===== src/rtl/cdiv_pkg.sv =====
package cdiv_pkg;
    typedef enum logic {
        PH_LOW  = 1'b0,
        PH_HIGH = 1'b1
    } phase_e;

    localparam int unsigned DEF_RATIO_W = 8;
    localparam int unsigned DEF_SEL_W   = 2;
    localparam int unsigned DEF_RATIO   = 4;
endpackage


===== src/rtl/even_div_stage.sv =====
module even_div_stage
    import cdiv_pkg::*;
#(
    parameter int unsigned RATIO_W   = DEF_RATIO_W,
    parameter int unsigned RATIO_RST = DEF_RATIO
) (
    input  logic               clk,
    input  logic               rst_n,
    input  logic               wr_en,
    input  logic [RATIO_W-1:0] wr_data,
    output logic               hi_raw,
    output logic               rise_next,
    output logic [RATIO_W-1:0] act_ratio
);
    localparam logic [RATIO_W-1:0] RST_VAL = RATIO_W'(RATIO_RST);
    localparam logic [RATIO_W-1:0] ONE     = RATIO_W'(1);

    phase_e             phase_q, phase_d;
    logic [RATIO_W-1:0] cnt_q;
    logic [RATIO_W-1:0] shadow_q;
    logic [RATIO_W-1:0] act_q;
    logic               tc;

    assign tc = (cnt_q == act_q);

    // state register
    always_ff @(posedge clk) begin
        if (!rst_n) phase_q <= PH_LOW;
        else        phase_q <= phase_d;
    end

    // next-state logic
    always_comb begin
        phase_d = phase_q;
        unique case (phase_q)
            PH_LOW:  if (tc) phase_d = PH_HIGH;
            PH_HIGH: if (tc) phase_d = PH_LOW;
            default: phase_d = PH_LOW;
        endcase
    end

    // half-period counter
    always_ff @(posedge clk) begin
        if (!rst_n)  cnt_q <= '0;
        else if (tc) cnt_q <= '0;
        else         cnt_q <= cnt_q + ONE;
    end

    // shadow register and its transfer at the fall
    always_ff @(posedge clk) begin
        if (!rst_n) begin
            shadow_q <= RST_VAL;
            act_q    <= RST_VAL;
        end else begin
            if (wr_en) shadow_q <= wr_data;
            if (phase_q == PH_HIGH && tc) act_q <= shadow_q;
        end
    end

    // outputs
    always_comb begin
        hi_raw    = (phase_q == PH_HIGH);
        rise_next = (phase_q == PH_LOW) && tc;
        act_ratio = act_q;
    end
endmodule


===== src/rtl/pow2_post_stage.sv =====
module pow2_post_stage
    import cdiv_pkg::*;
#(
    parameter int unsigned SEL_W = DEF_SEL_W
) (
    input  logic                        clk,
    input  logic                        rst_n,
    input  logic                        step,
    input  logic                        hi_raw,
    input  logic [SEL_W-1:0]            sel_in,
    output logic                        lo_raw,
    output logic [SEL_W-1:0]            act_sel,
    output logic [(1<<SEL_W)-2:0]       cnt
);
    localparam int unsigned TAPS  = 1 << SEL_W;
    localparam int unsigned CNT_W = TAPS - 1;
    localparam logic [CNT_W-1:0] ONE = CNT_W'(1);

    logic [CNT_W-1:0] cnt_q;
    logic [SEL_W-1:0] sel_q;
    logic [TAPS-1:0]  taps;
    logic             wrap;

    assign wrap = step && (&cnt_q);

    always_ff @(posedge clk) begin
        if (!rst_n) begin
            cnt_q <= '0;
            sel_q <= '0;
        end else begin
            if (step) cnt_q <= cnt_q + ONE;
            if (wrap) sel_q <= sel_in;
        end
    end

    assign taps[0] = hi_raw;
    for (genvar i = 1; i < TAPS; i++) begin : g_tap
        assign taps[i] = cnt_q[i-1];
    end

    assign lo_raw  = taps[sel_q];
    assign act_sel = sel_q;
    assign cnt     = cnt_q;
endmodule


===== src/rtl/polarity_cell.sv =====
module polarity_cell (
    input  logic clk,
    input  logic rst_n,
    input  logic raw,
    input  logic inv_in,
    output logic out
);
    logic inv_q;

    always_ff @(posedge clk) begin
        if (!rst_n) inv_q <= 1'b0;
        else        inv_q <= inv_in;
    end

    assign out = raw ^ inv_q;
endmodule


===== src/rtl/conv_clk_divider.sv =====
module conv_clk_divider
    import cdiv_pkg::*;
#(
    parameter int unsigned RATIO_W   = DEF_RATIO_W,
    parameter int unsigned RATIO_RST = DEF_RATIO,
    parameter int unsigned SEL_W     = DEF_SEL_W
) (
    input  logic               clk_osc,
    input  logic               rst_n,
    input  logic               ratio_wr,
    input  logic [RATIO_W-1:0] ratio_wdata,
    input  logic [SEL_W-1:0]   post_sel,
    input  logic               inv_hi,
    input  logic               inv_lo,
    output logic               clk_hi,
    output logic               clk_lo
);
    localparam int unsigned CNT_W = (1 << SEL_W) - 1;
    localparam int unsigned N_OUT = 2;

    logic               hi_raw;
    logic               lo_raw;
    logic               rise_next;
    logic [RATIO_W-1:0] act_n;
    logic [SEL_W-1:0]   act_k;
    logic [CNT_W-1:0]   post_cnt;
    logic [N_OUT-1:0]   raw_vec, inv_vec, out_vec;

    even_div_stage #(
        .RATIO_W  (RATIO_W),
        .RATIO_RST(RATIO_RST)
    ) u_even (
        .clk      (clk_osc),
        .rst_n    (rst_n),
        .wr_en    (ratio_wr),
        .wr_data  (ratio_wdata),
        .hi_raw   (hi_raw),
        .rise_next(rise_next),
        .act_ratio(act_n)
    );

    pow2_post_stage #(
        .SEL_W(SEL_W)
    ) u_post (
        .clk    (clk_osc),
        .rst_n  (rst_n),
        .step   (rise_next),
        .hi_raw (hi_raw),
        .sel_in (post_sel),
        .lo_raw (lo_raw),
        .act_sel(act_k),
        .cnt    (post_cnt)
    );

    assign raw_vec = {lo_raw, hi_raw};
    assign inv_vec = {inv_lo, inv_hi};

    for (genvar g = 0; g < N_OUT; g++) begin : g_pol
        polarity_cell u_pol (
            .clk   (clk_osc),
            .rst_n (rst_n),
            .raw   (raw_vec[g]),
            .inv_in(inv_vec[g]),
            .out   (out_vec[g])
        );
    end

    assign clk_hi = out_vec[0];
    assign clk_lo = out_vec[1];
endmodule


===== config.mk =====
export PLATFORM = sky130hd
export DESIGN_NAME = conv_clk_divider
export DESIGN_NICKNAME = d
export VERILOG_FILES = /design/src/rtl/cdiv_pkg.sv /design/src/rtl/even_div_stage.sv /design/src/rtl/pow2_post_stage.sv /design/src/rtl/polarity_cell.sv /design/src/rtl/conv_clk_divider.sv
export SDC_FILE = /design/constraint.sdc
export NUM_CORES = 1
export LEC_CHECK = 0
export BUFFER_PORTS_ARGS = -buffer_cell sky130_fd_sc_hd__buf_2
export CAP_MARGIN = 5
export CORE_UTILIZATION = 50
export DETAILED_ROUTE_END_ITERATION = 16
export GPL_ROUTABILITY_DRIVEN = 0
export GPL_TIMING_DRIVEN = 1
export HOLD_SLACK_MARGIN = 0.15
export PLACE_DENSITY = 0.68
export SKIP_CTS_REPAIR_TIMING = 1
export SLEW_MARGIN = 20
export SYNTH_ARGS = -nofsm -noshare
export SYNTH_HDL_FRONTEND = slang
export SYNTH_SLANG_ARGS = --single-unit

===== constraint.sdc =====
create_clock -name clk_osc -period 3.2 [get_ports clk_osc]
set_clock_uncertainty 0.2 [all_clocks]
set_input_delay 0.64 -clock clk_osc [delete_from_list [all_inputs] [get_ports clk_osc]]
set_output_delay 0.64 -clock clk_osc [all_outputs]
set_load 0.01 [all_outputs]

== Word level (Yosys, flattened, before mapping) ==
Cells that the tools add are included.
Word-level totals
  bits of input ports: 15
  memories kept: 0
  bits in registers: 32
  word-level logic and storage cells: 26
  bits in writable memories: 0
  ROM bits: 0
  latch bits: 0
  output and inout bits: 2
Operators by class
  magnitude comparators: 1
  multiplexer cells: 5
  reduce and logical (&&, ||, !) cells: 5
  $mul: 0
  shift operators: 0
  bitwise operators: 4
  add/sub/neg operators: 2
  div/mod/pow operators: 0
  equality and inequality tests: 1
Operators by type and width (number)
  8-bit by 1-bit adder with 8-bit output, second input constant: 1
  8-bit == test: 1
  3-bit by 1-bit adder with 3-bit output, second input constant: 1
  1-bit logical AND: 3
  2-bit by 3-bit < comparator with 1-bit output, second input constant: 1
  1-bit 2-to-1 mux: 3
  3-bit AND reduction: 1
  1-bit binary-select mux with 2-bit select: 1
  1-bit inverter: 2
  1-bit case mux with 2 select lines: 1
  2-bit OR reduction: 1
  1-bit XOR: 2

== Longest topological paths before layout ==
  word-level depth: 3
  mapped depth: 8
  depth with buffers taken out: 7

== Cells and area by module ==
From an unflattened synthesis, not the netlist that was laid out.
Second synthesis, totals
  cells, all modules: 135
  area total of the unflattened synthesis: 1376.3 sq um
By module, submodules not included
  even_div_stage: sequential area each 500.5 sq um, cells an instance 108, instances 1, area an instance 1063.5 sq um
  pow2_post_stage: sequential area each 100.1 sq um, cells an instance 21, instances 1, area an instance 242.7 sq um
  polarity_cell: sequential area each 20.0 sq um, cells an instance 3, instances 2, area an instance 35.0 sq um

== Least setup slack after synthesis ==
No wires, ideal clock.
  kind: flip-flop to output port
  start point: reg u_post.sel_q[1] (netlist: u_post.act_sel[1])
  end point: out clk_lo
  data arrival time: 1.059 ns
  slack: 1.301 ns
  cell stages (with the launch flop): 3
  buffers on the path: 0
  data required time: 2.360 ns
  cells stage by stage: dfxtp_1 > mux4_2 > xor2_1
Between the ends
  cells in the longest elaborated chain, start to end: 3
RTL lines
  from (decl): line pow2_post_stage.sv:20  | logic [SEL_W-1:0] sel_q;
  from (signal assigned): line pow2_post_stage.sv:32  | if (wrap) sel_q <= sel_in;
  1-bit binary-select mux with 2-bit select: line pow2_post_stage.sv:41  | assign lo_raw = taps[sel_q];
  1-bit 2-to-1 mux (implied by the code): line pow2_post_stage.sv:41
  1-bit XOR: line polarity_cell.sv:15  | assign out = raw ^ inv_q;
  to (decl): line conv_clk_divider.sv:16  | output logic clk_lo
No other way between the ends. The select of a mux whose other input is x is not followed.

== Worst setup path in the final report ==
Ends and elaborated chain as after synthesis.

==> results_dict.tcl <==
set metrics [dict create \
    status "complete, no violations" \
    dp_hpwl_um 1590 \
    first_pass_iters 4 \
    vias 919 \
    syn_inst 136 \
    reg2reg_depth 6 \
    dp_cells 177 \
    syn_nets 155 \
    die_h_um 54.4 \
    max_slew_margin_pct 65.8 \
    seq_area_frac_synth_pct 46.6 \
    synth_flop_cell "dfxtp_1" \
    tightest_slew_ps 512 \
    antenna_cells 0 \
    path_class "flop to output pin" \
    antenna_found_initial 0 \
    grt_start_max_net_pins 34 \
    end_kind "output pin" \
    die_x_um 54.4 \
    leakagePower_nw 0.608 \
    cp_max_fo 2 \
    start_util_pct 54.0 \
    syn_to_final_growth_pct 11.5 \
    synth_cell_types 20 \
    fin_nets 173 \
    cts_made_buffers 5 \
    wl_um 2130 \
    grt_usage_pct 18.4 \
    drive_gt1_share_pct 16.8 \
    period_needed_ps 2300 \
    nFillCells 233 \
    ctsRootBufferMaster "clkbuf_4" \
    core_sq_um 2540 \
    detail-route-antenna-nets 0 \
    hp-class "flop to flop" \
    whs_path_depth 2 \
    ir_worst_vdd_v 0.000345 \
    dieArea_sq_um 2960 \
    hold_viol_final 0 \
    startpoint_type "flop" \
    finalSetupTns_ps 0 \
    stdcell_count 185 \
    placementRows 18 \
    synth_edf_count 0 \
    final_common_cell "dfxtp_1" \
    fin_hold_ws_ps 268 \
    cts_tree "built" \
    powerDensity_nw_per_um2 470 \
    drcViolationCount 0 \
    report.final.slew_viol_count 0 \
    insertion_delay_ps 320 \
    first_global_vias 871 \
    grt_setup_unrepaired "false" \
    drt-initial-drc-count 11 \
    wire_per_inst_um 11.5 \
    via_per_inst 4.97 \
    clockBufferDepth 2 \
    ys_seq_elements 32 \
    syn_area_sq_um 1370 \
    grt_overflow_total 0 \
    syn_avg_cell_area_sq_um 10.1 \
    ioPinCount 17 \
    clk_pin_slew_ps 90 \
    clkSinkCount 32 \
    cp_data_arrival_time_ps 1460 \
    crit_required_ps 2360 \
    yosysWarnings 0 \
    htreeDepth 2 \
    setup_viol 0 \
    maxCapViolCount 0 \
    grt_pass1_wl_um 3670 \
    fmax_ghz 0.434 \
    finalCritPeriodShare_pct 72.0 \
    async_flop_share_pct 0 \
    port_buffers 16 \
    mostFrequentLayoutCells "dfxtp_1 (32), nand2_1 (18), mux2i_1 (18)" \
]
Yosys cell counts, types with 2 or more instances:
cell type / n / area share, %
mux2i_1: 18 / 13
xnor2_1: 8 / 5.1
and2_1: 3 / 1.4
and3_1: 2 / 0.91
nor2_1: 9 / 2.5
nand2_1: 18 / 4.9
nor2b_1: 12 / 5.5
nand3_1: 7 / 2.5
a21boi_0: 2 / 1.1
inv_1: 2 / 0.55
xor2_1: 8 / 5.1
clkbuf_1: 5 / 1.4
ha_1: 4 / 3.6
dfxtp_1: 32 / 47
final cells by class:
cell class | count | area (sq um) | share of cell area (%)
clock buffers | 8 | 58.8 | 3.84
inverters | 2 | 7.51 | 0.490
multi-input cells | 97 | 707 | 46.2
flip-flops and latches | 32 | 641 | 41.8
well taps | 30 | 37.5 | 2.45
repair buffers | 16 | 80.1 | 5.23
per-layer routing:
| layer | wire length, um | up-vias | track usage, % |
|---|---|---|---|
| li1 | - | 485 | - |
| met1 | 972 | 414 | 21.3 |
| met2 | 1030 | 15 | 29.7 |
| met3 | 87 | 5 | 5.83 |
| met4 | 36 | 0 | 10.3 |
| met5 | 0 | - | 0 |
per-stage QoR:
stage / power (W) / util, % / setup WS, ps / instance area, sq um
floorplan: 0.000474 / - / 1300 / 1370
global placement: 0.000492 / 57.9 / 1250 / 1470
detailed placement: 0.000494 / 57.9 / 1250 / 1470
CTS: 0.000733 / 60.2 / 873 / 1530
global route: 0.000757 / 60.2 / 772 / 1530
finish: 0.000720 / 60.2 / 896 / 1530
path summary, 6_finish.rpt:
kind | slack [ps] | start | to
worst min-delay path | 270 | u_even.shadow_q[5]$_SDFFE_PN0P_ | u_even.act_ratio[5]$_SDFFE_PN0P_
worst max-delay path | 900 | u_post.act_sel[1]$_SDFFE_PN0P_ | clk_lo
worst min register to register | 270 | u_even.shadow_q[5]$_SDFFE_PN0P_ | u_even.act_ratio[5]$_SDFFE_PN0P_
worst max register to register | 1360 | u_even.cnt_q[0]$_SDFF_PP0_ | u_post.cnt[1]$_SDFFE_PN0P_
registers in the layout, summed over array words and instances, names as in the netlist:
signal / flops
u_post.cnt: 3
u_post.act_sel: 2
u_even.cnt_q: 8
u_even.act_ratio: 8
u_even.shadow_q: 8
g_pol.u_pol.inv_q: 2
u_even.hi_raw: 1
power by group:
| group | switching (W) | total [W] | internal (W) |
|---|---|---|---|
| clock network | 0.000128 | 0.000236 | 0.000108 |
| logic | 0.0000304 | 0.0000609 | 0.0000305 |
| registers | 0.0000116 | 0.000423 | 0.000411 |
cells by family (layout without fill, tap and decap cells):
family	Yosys count	count (layout)	synth area share, %
compound gates	3	3	1.46
xor+xnor	17	17	11.4
fa+ha+maj	4	4	3.64
buf+inv	7	26	1.91
flops	32	32	46.6
mux	19	19	14.8
simple gates	54	54	20.2
worst max-delay path, stage by stage (launching register included):
cell and delay (ps):
dfxtp_1 360, mux4_2 510, xor2_1 150, buf_2 130
Power figures use the tool's default switching activity.
